[src/rtl/modem_hs_ctrl.sv]
module modem_hs_ctrl (
  input  logic       clk,
  input  logic       rst_n,
  input  logic       reg_wr,
  input  logic [7:0] reg_wdata,
  output logic [7:0] reg_rdata,
  input  logic       tx_bit,
  output logic       rx_bit,
  input  logic       sin,
  output logic       sout,
  input  logic       cts_n,
  input  logic       dsr_n,
  input  logic       ri_n,
  input  logic       dcd_n,
  output logic       dtr_n,
  output logic       rts_n,
  input  logic       irq_req,
  output logic       irq,
  output logic       cts,
  output logic       dsr,
  output logic       ri,
  output logic       dcd,
  output logic       d_cts,
  output logic       d_dsr,
  output logic       d_dcd,
  output logic       teri
);

  localparam int B_DTR = 0;
  localparam int B_RTS = 1;
  localparam int B_RIL = 2;
  localparam int B_IEN = 3;
  localparam int B_LPB = 4;

  logic [4:0] ctl;
  logic       lpb;
  logic       p_cts, p_dsr, p_ri, p_dcd;

  always_ff @(posedge clk or negedge rst_n)
    if (!rst_n)      ctl <= '0;
    else if (reg_wr) ctl <= reg_wdata[4:0];

  assign lpb       = ctl[B_LPB];
  assign reg_rdata = {3'b000, ctl};

  assign sout   = lpb ? 1'b1   : tx_bit;
  assign rx_bit = lpb ? tx_bit : sin;

  assign dtr_n = lpb | ~ctl[B_DTR];
  assign rts_n = lpb | ~ctl[B_RTS];
  assign irq   = ctl[B_IEN] & irq_req;

  assign dsr = lpb ? ctl[B_DTR] : ~dsr_n;
  assign cts = lpb ? ctl[B_RTS] : ~cts_n;
  assign ri  = lpb ? ctl[B_RIL] : ~ri_n;
  assign dcd = lpb ? ctl[B_IEN] : ~dcd_n;

  always_ff @(posedge clk or negedge rst_n)
    if (!rst_n) {p_cts, p_dsr, p_ri, p_dcd} <= '0;
    else        {p_cts, p_dsr, p_ri, p_dcd} <= {cts, dsr, ri, dcd};

  assign d_cts = cts ^ p_cts;
  assign d_dsr = dsr ^ p_dsr;
  assign d_dcd = dcd ^ p_dcd;
  assign teri  = p_ri & ~ri;

endmodule


[config.mk]
export PLATFORM = sky130hd
export DESIGN_NAME = modem_hs_ctrl
export DESIGN_NICKNAME = d
export VERILOG_FILES = /design/src/rtl/modem_hs_ctrl.sv
export SDC_FILE = /design/constraint.sdc
export NUM_CORES = 1
export LEC_CHECK = 0
export ABC_AREA = 0
export BUFFER_PORTS_ARGS = -buffer_cell sky130_fd_sc_hd__clkbuf_2
export CAP_MARGIN = 20
export CORE_AREA = 5 5 42 44
export DETAILED_ROUTE_END_ITERATION = 10
export DIE_AREA = 0 0 47 49
export HOLD_SLACK_MARGIN = 0.1
export PLACE_DENSITY = 0.74
export SLEW_MARGIN = 5
export SYNTH_ARGS = -nofsm -noshare
export SYNTH_HDL_FRONTEND = slang
export SYNTH_SLANG_ARGS = --single-unit
[constraint.sdc]
create_clock -name clk -period 2.1 [get_ports clk]
set_clock_uncertainty 0.1 [all_clocks]
set_input_delay 0.42 -clock clk [delete_from_list [all_inputs] [get_ports clk]]
set_output_delay 0.42 -clock clk [all_outputs]
set_load 0.02 [all_outputs]
# After elaboration in Yosys (flattened, before gate mapping)
# Cells that the tools add are included.
# W data, S select, Z words.
[totals]
register_bits = 9
word_cells = 25
inputBits = 18
out_inout_bits = 21
[op_classes]
muxes = 6
bitwise = 14
[ops]
columns = ["cell", "n"]
rows = [
  ["$not A1 Y1", 7],
  ["$mux W1", 6],
  ["$xor A1 B1 Y1", 3],
  ["$and A1 B1 Y1", 2],
  ["$or A1 B1 Y1", 2],
]

# Logic depth before layout (Yosys ltp)
# Gate-level depths: netlist (run 1).
[depth]
word_depth = 4
depth_mapped = 4
ltp_nobuf = 3

# Least setup slack after synthesis (run 1)
# OpenSTA, ideal clock, no wires.
[synth_path]
path_kind = "register -> output"
startpoint = "register ctl[4]"
endpoint = "output teri"
n_path_buf = 1
path_slack_ps = 163
stages_incl_launch_ff = 5
required_ps = 1580
arrival_ps = 1417
path_cell_list = "dfrtp_1 > buf_6 > nand2_1 > o21ai_0 > nor2b_1"
[synth_between]
elab_chain_cells = 3
[synth_lines]
columns = ["item", "line_no", "source"]
rows = [
  ["start, declared", "35", "logic [4:0] ctl;"],
  ["start signal, assigned", "41", "else if (reg_wr) ctl <= reg_wdata[4:0];"],
  ["$mux W1", "55", "assign ri = lpb ? ctl[B_RIL] : ~ri_n;"],
  ["named net ri", "21", "output logic ri,"],
  ["$not A1 Y1", "65", "assign teri = p_ri & ~ri;"],
  ["$and A1 B1 Y1", "65", ""],
  ["end, declared", "26", "output logic teri"],
]
# The timed path passes the listed nets, and every way through them passes these cells.

# Final worst setup path (run 1)
[layout_path]
startpoint = "register ctl[4]"
endpoint = "output d_dcd"
[layout_between]
elab_chain_cells = 2
[layout_lines]
columns = ["item", "line_no", "source"]
rows = [
  ["$mux W1", "56", "assign dcd = lpb ? ctl[B_IEN] : ~dcd_n;"],
  ["$xor A1 B1 Y1", "64", "assign d_dcd = dcd ^ p_dcd;"],
  ["end, declared", "25", "output logic d_dcd,"],
]
# No other way between the ends.

==> results of run 1 <==
[through the flow]
step | utilization, % | std cells | hold WS [ns] | total power, W
4_1_cts | 46.2 | 87 | 0.247 | 0.000538
3_5_place_dp | 43.6 | 82 | 0.188 | 0.000402
3_3_place_gp | 43.6 | 82 | 0.185 | 0.000399
2_1_floorplan | - | 38 | 0.0244 | 0.000340
5_1_grt | 46.3 | 87 | 0.249 | 0.000566
6_report | 46.3 | 87 | 0.258 | 0.000524
[path summary, 6_finish.rpt]
kind	slack, ns	startpoint	cells after the start	end
min in group asynchronous	0.47	rst_n	2	ctl[2]
worst min-delay path	0.26	cts_n	2	p_cts
worst max-delay path	0.22	ctl[4]	3	d_dcd
worst max register to register	1.03	ctl[4]	1	p_ri
max in group asynchronous	1.23	rst_n	2	ctl[4]
worst min register to register	0.45	ctl[2]	1	ctl[2]
[cells in the final DEF, fill, tap and decap left out, types with 2 or more instances in the layout]
cell type,instances
dfrtp_1,8
nand2_2,3
clkbuf_2,32
xor2_1,2
nand2b_1,2
mux2_2,6
o21ai_2,2
conb_1,3
clkbuf_4,3
[area by class of cell]
| class | instances | area [µm²] | share of cell area, % |
|---|---|---|---|
| clock buffers | 4 | 26.3 | 4.05 |
| multi-input cells | 25 | 205 | 31.7 |
| flip-flops and latches | 9 | 226 | 34.9 |
| well taps | 16 | 20.0 | 3.09 |
| repair buffers | 33 | 170 | 26.3 |
[what timing repair did]
action	CTS	global route
hold buffers	1	0
setup endpoints to repair	0	5
endpoints found under the hold margin	9	0
resized for setup	0	1
[per-layer routing]
| layer | track usage, % | vias up | wire [µm] |
|---|---|---|---|
| met5 | 0 | - | 0 |
| met4 | 5.53 | 0 | 6 |
| met3 | 4.06 | 2 | 112 |
| met2 | 14.9 | 20 | 489 |
| met1 | 11.0 | 159 | 340 |
| li1 | - | 184 | - |
[power groups by stage]
stage | Sequential, W | Combinational (W) | Clock, W
final | 0.000215 | 0.000182 | 0.000128
after global routing | 0.000218 | 0.000197 | 0.000151
after CTS | 0.000215 | 0.000186 | 0.000138
after detailed placement | 0.000218 | 0.000184 | 0
after global placement | 0.000217 | 0.000182 | 0
after floorplan | 0.000223 | 0.000117 | 0
[logic make-up after synthesis]
family,count (synthesis),share of synthesized area [%]
buf+inv,4,7.40
other cells,1,0.821
compound gates,4,8.49
mux,6,14.8
flops,9,49.3
simple gates,9,11.8
xor+xnor,3,7.40
[sequential cells by signal (all words and copies together), names as in the netlist]
signal and flops:
p_dcd 1, p_cts 1, ctl 5, p_ri 1
p_dsr 1
[worst max-delay path, delay by kind of cell, from the launching register on]
kind                      cells  cell delay [ns]
AOI/OAI and AO/OA             1             0.23
xor gates and xnor gates      1             0.17
buffers and inverters         1             0.19
DFF                           1             0.52
==> results by group, run 1 <==
Floorplan
  • Core area: around 1400 µm²
  • Initial core utilization: 32.6%
  • Die width: 47 µm
  • Row count: 14
  • IO Count: 39
  • Die footprint: 2300 µm²
  • Die height: ~49 µm

GRT
  • First-pass GRT wire length: between 1.5 and 2 mm
  • Largest net degree at the start of global routing: 15
  • Tot GR Track Use: between 9 and 10%
  • Initial antenna violation count: 0
  • Congestion Overflow GR: 0
  • Vias in the first global route: 376

Logic synthesis
  • Post-synthesis sequential area ratio: about half
  • Mean area per synthesized cell: 12.7 µm²
  • Asr flop ratio synth: 100%
  • Post-synth EDFFs: 0
  • Top cells by area, synth: dfrtp_1 (49%), mux2_2 (15%), buf_4 (4.9%)
  • Yosys reg bits: 9
  • Post-Synthesis Cells: 36
  • Syn Std Cell Area: ~460 µm²
  • Synth top area share: roughly half
  • Top-count cell post-synth: dfrtp_1
  • Top FF cell, synth: dfrtp_1
  • Top cells by count, synth: dfrtp_1 (9), mux2_2 (6), buf_4 (3), nand2_2 (3)
  • Synth unique cells: 16
  • Yosys top cell by area: dfrtp_1
  • Synth warn: 0

Setup path
  • Crit Path Class: reg2out
  • Worst path cell trace: o21ai_2 -> xor2_1 -> clkbuf_2
  • Startpoint types: register
  • Worst Path Arrival: 1.36 ns
  • CP max stage cell: dfrtp_2
  • Crit path required time: around 1.6 ns
  • Worst path max stage delay: around 0.52 ns
  • Nature of the critical path endpoint: output pin
  • Crit Path Max Fanout: 14

Route
  • Detailed Route Iter0 Violations: 0
  • DRC errors left: 0
  • Antenna-violating nets left: 0
  • Drt wl/cell: ~11 µm
  • Routed Wire Length: about 950 µm
  • Initial DRT Pass Iterations: 1
  • Via density: approximately 4.2
  • Via count: ~370

Cells and area
  • Finished Cell Area: between 600 and 700 µm²
  • Layout cells sized above 1: 70.4%
  • Filler cell count: 129
  • Area growth syn-to-layout: 41.9%
  • NumNets Final: 90
  • Diodes inserted: 0

Power and ir drop
  • PwrDens: around 800 nW/µm²
  • Sequential fraction of design power: 41.0%
  • Combinational share of power: about a third
  • Switching power: 0.000187 W
  • VDD IR-drop max: just over 0.0004 V
  • Clock Power Share: 24.4%
  • Pint: approximately 0.00034 W
  • Leak: 0.338 nW
  • Sw Share: between 30% and 40%

STA
  • Worst setup margin: between 0.2 and 0.25 ns
  • Final hold vios: 0
  • Unrepaired setup endpoints after global routing: no
  • Max Clk Rate: 532 MHz
  • Tmin final: around 1.9 ns
  • Setup-violating endpoint count in the final report: 0
  • Slew Viols, Final: 0
  • Setup TNS: 0 ns
  • Final Cycle Share: between 80% and 90%

Clocking
  • Worst skew pair latency: around 0.25 ns
  • Clock root cell: clkbuf_4
  • CTS Buf Count: 3
  • Htree depth: 1
  • Clock-pin slew on the worst setup and hold paths: ~0.060 ns
  • CTS Sinks: 9
  • CTS tree: built
  • Clk buf depth: 2
  • Post-CTS Setup Bufs: 0

Placement
  • Dpl ws: 0.304 ns
  • GPL Wtd Cong: between 0.6 and 0.7
  • Final HPWL from detailed placement: ~790 µm
  • Cell Area, Placed: 611 µm²
  • I/O Buffers: 32

Outcome
  • Status: completed

Run
  • Max cap viols: 0

Min path
  • Worst hold path type: in2reg
Power figures use the tool's default switching activity.
==> run 2: changes to the inputs <==
Settings changed: CTS_BUF_LIST set to sky130_fd_sc_hd__clkbuf_8.
Clock period 2.1 ns to 2.22 ns, I/O delays scaled along.
==> run 2 against run 1 <==
Compared with the run above: total power is 6.3% higher; final cell count did not move; critical endpoint is now teri; routed wire length increased by 3.9%; utilization increased by 1.2 points; worst setup slack worse by 0.025 ns; via count increased by 2.5%; clock-buffer cell count shrank 1; clock power up 41%; largest power group unchanged; non-clock buffer count unchanged; worst hold slack improved by 0.061 ns; sequential share of layout area fell by 1.1 points; sequential power fell by 5%.
==> results by group, run 2 (same netlist as run 1, synthesis figures left out) <==
STA
  • Slew Viols, Final: 0 (unchanged)
  • Slew headroom: between 60% and 70%
  • Tmin final: 2.02 ns
  • Setup-violating endpoint count in the final report: 0 (unchanged)
  • Setup TNS: 0 ns (unchanged)
  • Final Cycle Share: between 90 and 100%
  • Unrepaired setup endpoints after global routing: no
  • Final hold vios: 0 (unchanged)
  • Worst-margin pin slew: 0.541 ns
  • Max Clk Rate: 494 MHz

Floorplan
  • IO Count: 39 (unchanged)
  • Die width: 47 µm (unchanged)
  • Row count: 14 (unchanged)
  • Initial core utilization: 32.6% (unchanged)
  • Die height: 49 µm (unchanged)
  • Die footprint: 2300 µm² (unchanged)
  • Core area: 1400 µm² (unchanged)

Clocking
  • Clk buf depth: 2 (unchanged)
  • Htree depth: 1 (unchanged)
  • CTS tree: built
  • CTS Sinks: 9 (unchanged)
  • Post-CTS Hold Fix Bufs: 1 (unchanged)
  • Resize count post-CTS: 0 (unchanged)
  • CTS Buf Count: 3 (unchanged)
  • Post-CTS Setup Bufs: 0 (unchanged)
  • Worst skew pair latency: 0.23 ns (-0.02 ns)
  • Clock root cell: clkbuf_8
  • Clock-pin slew on the worst setup and hold paths: 0.04 ns (-0.02 ns)

GRT
  • Tot GR Track Use: 9.39% (-0.38 points)
  • Largest net degree at the start of global routing: 15 (unchanged)
  • Initial antenna violation count: 0 (unchanged)
  • Congestion Overflow GR: 0 (unchanged)
  • Vias in the first global route: 375 (-0.27%)
  • First-pass GRT wire length: 1.61 mm (-0.86%)

Setup path
  • CP startpoint: ctl[4]
  • CP max stage cell: dfrtp_1
  • Reg-to-reg startpoint: ctl[4]
  • Crit path buf inv count: 1 (unchanged)
  • Worst path cell trace: o21ai_0 -> nor2b_1 -> clkbuf_2
  • Crit Path Class: reg2out
  • Crit path required time: 1.68 ns (+0.10 ns)
  • CP top delay family: flip-flops
  • Crit Path Max Fanout: 14 (unchanged)
  • Worst path max stage delay: 0.68 ns (+0.16 ns)
  • Worst Path Arrival: 1.48 ns (+0.12 ns)
  • Startpoint types: register
  • Nature of the critical path endpoint: output pin

Cells and area
  • Largest Register: ctl
  • Commonest non-fill, non-tap cell in the layout: clkbuf_2
  • Diodes inserted: 0 (unchanged)
  • Final core utilization: 47.5% (+1.2 points)
  • Max reg flops: 5 (unchanged)
  • Area growth syn-to-layout: 45.8%
  • Non-Filler Instances: 87 (unchanged)
  • NumNets Final: 90 (unchanged)
  • Commonest non-fill, non-tap cells in the layout: clkbuf_2 (32), dfrtp_1 (9), mux2_2 (6)
  • Layout cells sized above 1: 69.0% (-1.4 points)

Route
  • Via count: 374 (+2.5%)
  • DRC errors left: 0 (unchanged)
  • Via density: 4.30 (+2.5%)
  • Drt wl/cell: 11.3 µm (+3.9%)
  • Detailed Route Iter0 Violations: 2 (+2)
  • Routed Wire Length: 986 µm (+3.9%)
  • Initial DRT Pass Iterations: 2 (+1)
  • Antenna-violating nets left: 0 (unchanged)

Power and ir drop
  • PwrDens: 837 nW/µm² (+3.5%)
  • Leak: 0.351 nW (+3.8%)
  • VDD IR-drop max: 0.000393 V (-4.5%)
  • Tot Pwr: 0.000557 W (+6.3%)

Min path
  • Worst hold path type: in2reg
  • Hold Path Origin: cts_n

Placement
  • Inst Count DP: 82 (unchanged)
  • Final HPWL from detailed placement: 803 µm (+1.7%)
  • GPL Wtd Cong: 0.668 (about the same)
  • I/O Buffers: 32 (unchanged)

Run
  • Max cap viols: 0 (unchanged)

Outcome
  • Status: completed
[run 2: cell count changes in the layout (fill, tap and decap cells not counted), sizes merged]
cell	previous run	this run
clkbuf	36	35
inv	0	1
[run 2: layer usage]
layer / track usage (%) / vias to the layer above / wire, µm
met3: 2.58 / 0 / 86
met4: 4.15 / 0 / 0
li1: - / 183 / -
met2: 14.9 / 20 / 489
met1: 11.3 / 171 / 411
met5: 0 / - / 0
[run 2: layout make-up]
| class | instances | area (µm²) |
|---|---|---|
| well taps | 16 | 20.0 |
| clock buffers | 3 | 41.3 |
| fillers | 141 | 736 |
| multi-input cells | 25 | 205 |
| clock inverters | 1 | 3.75 |
| flip-flops and latches | 9 | 225 |
| repair buffers | 33 | 170 |
[run 2: final timing paths]
| check | endpoint | slack (ns) | cells after the start |
|---|---|---|---|
| worst max-delay path | teri | 0.20 | 3 |
| worst min-delay path | p_cts | 0.32 | 2 |
| worst max register to register | p_ri | 1.02 | 1 |
| worst min register to register | ctl[2] | 0.44 | 1 |
| max in group asynchronous | p_dsr | 1.31 | 2 |
| min in group asynchronous | ctl[1] | 0.52 | 2 |
[run 2: stage by stage]
stage	hold slack (ns)	worst slack, ns	cell area [µm²]
final	0.318	0.197	666
after global routing	0.329	0.0559	666
after CTS	0.316	0.177	666
after detailed placement	0.213	0.422	611
after global placement	0.209	0.443	611
after floorplan	0.0484	0.259	464
[run 2: where the power goes]
group          total, W  switching [W]  internal, W
Sequential     0.000204      0.0000207     0.000183
Clock          0.000181      0.0000611     0.000120
Combinational  0.000172       0.000105    0.0000669
Total          0.000557       0.000187     0.000370
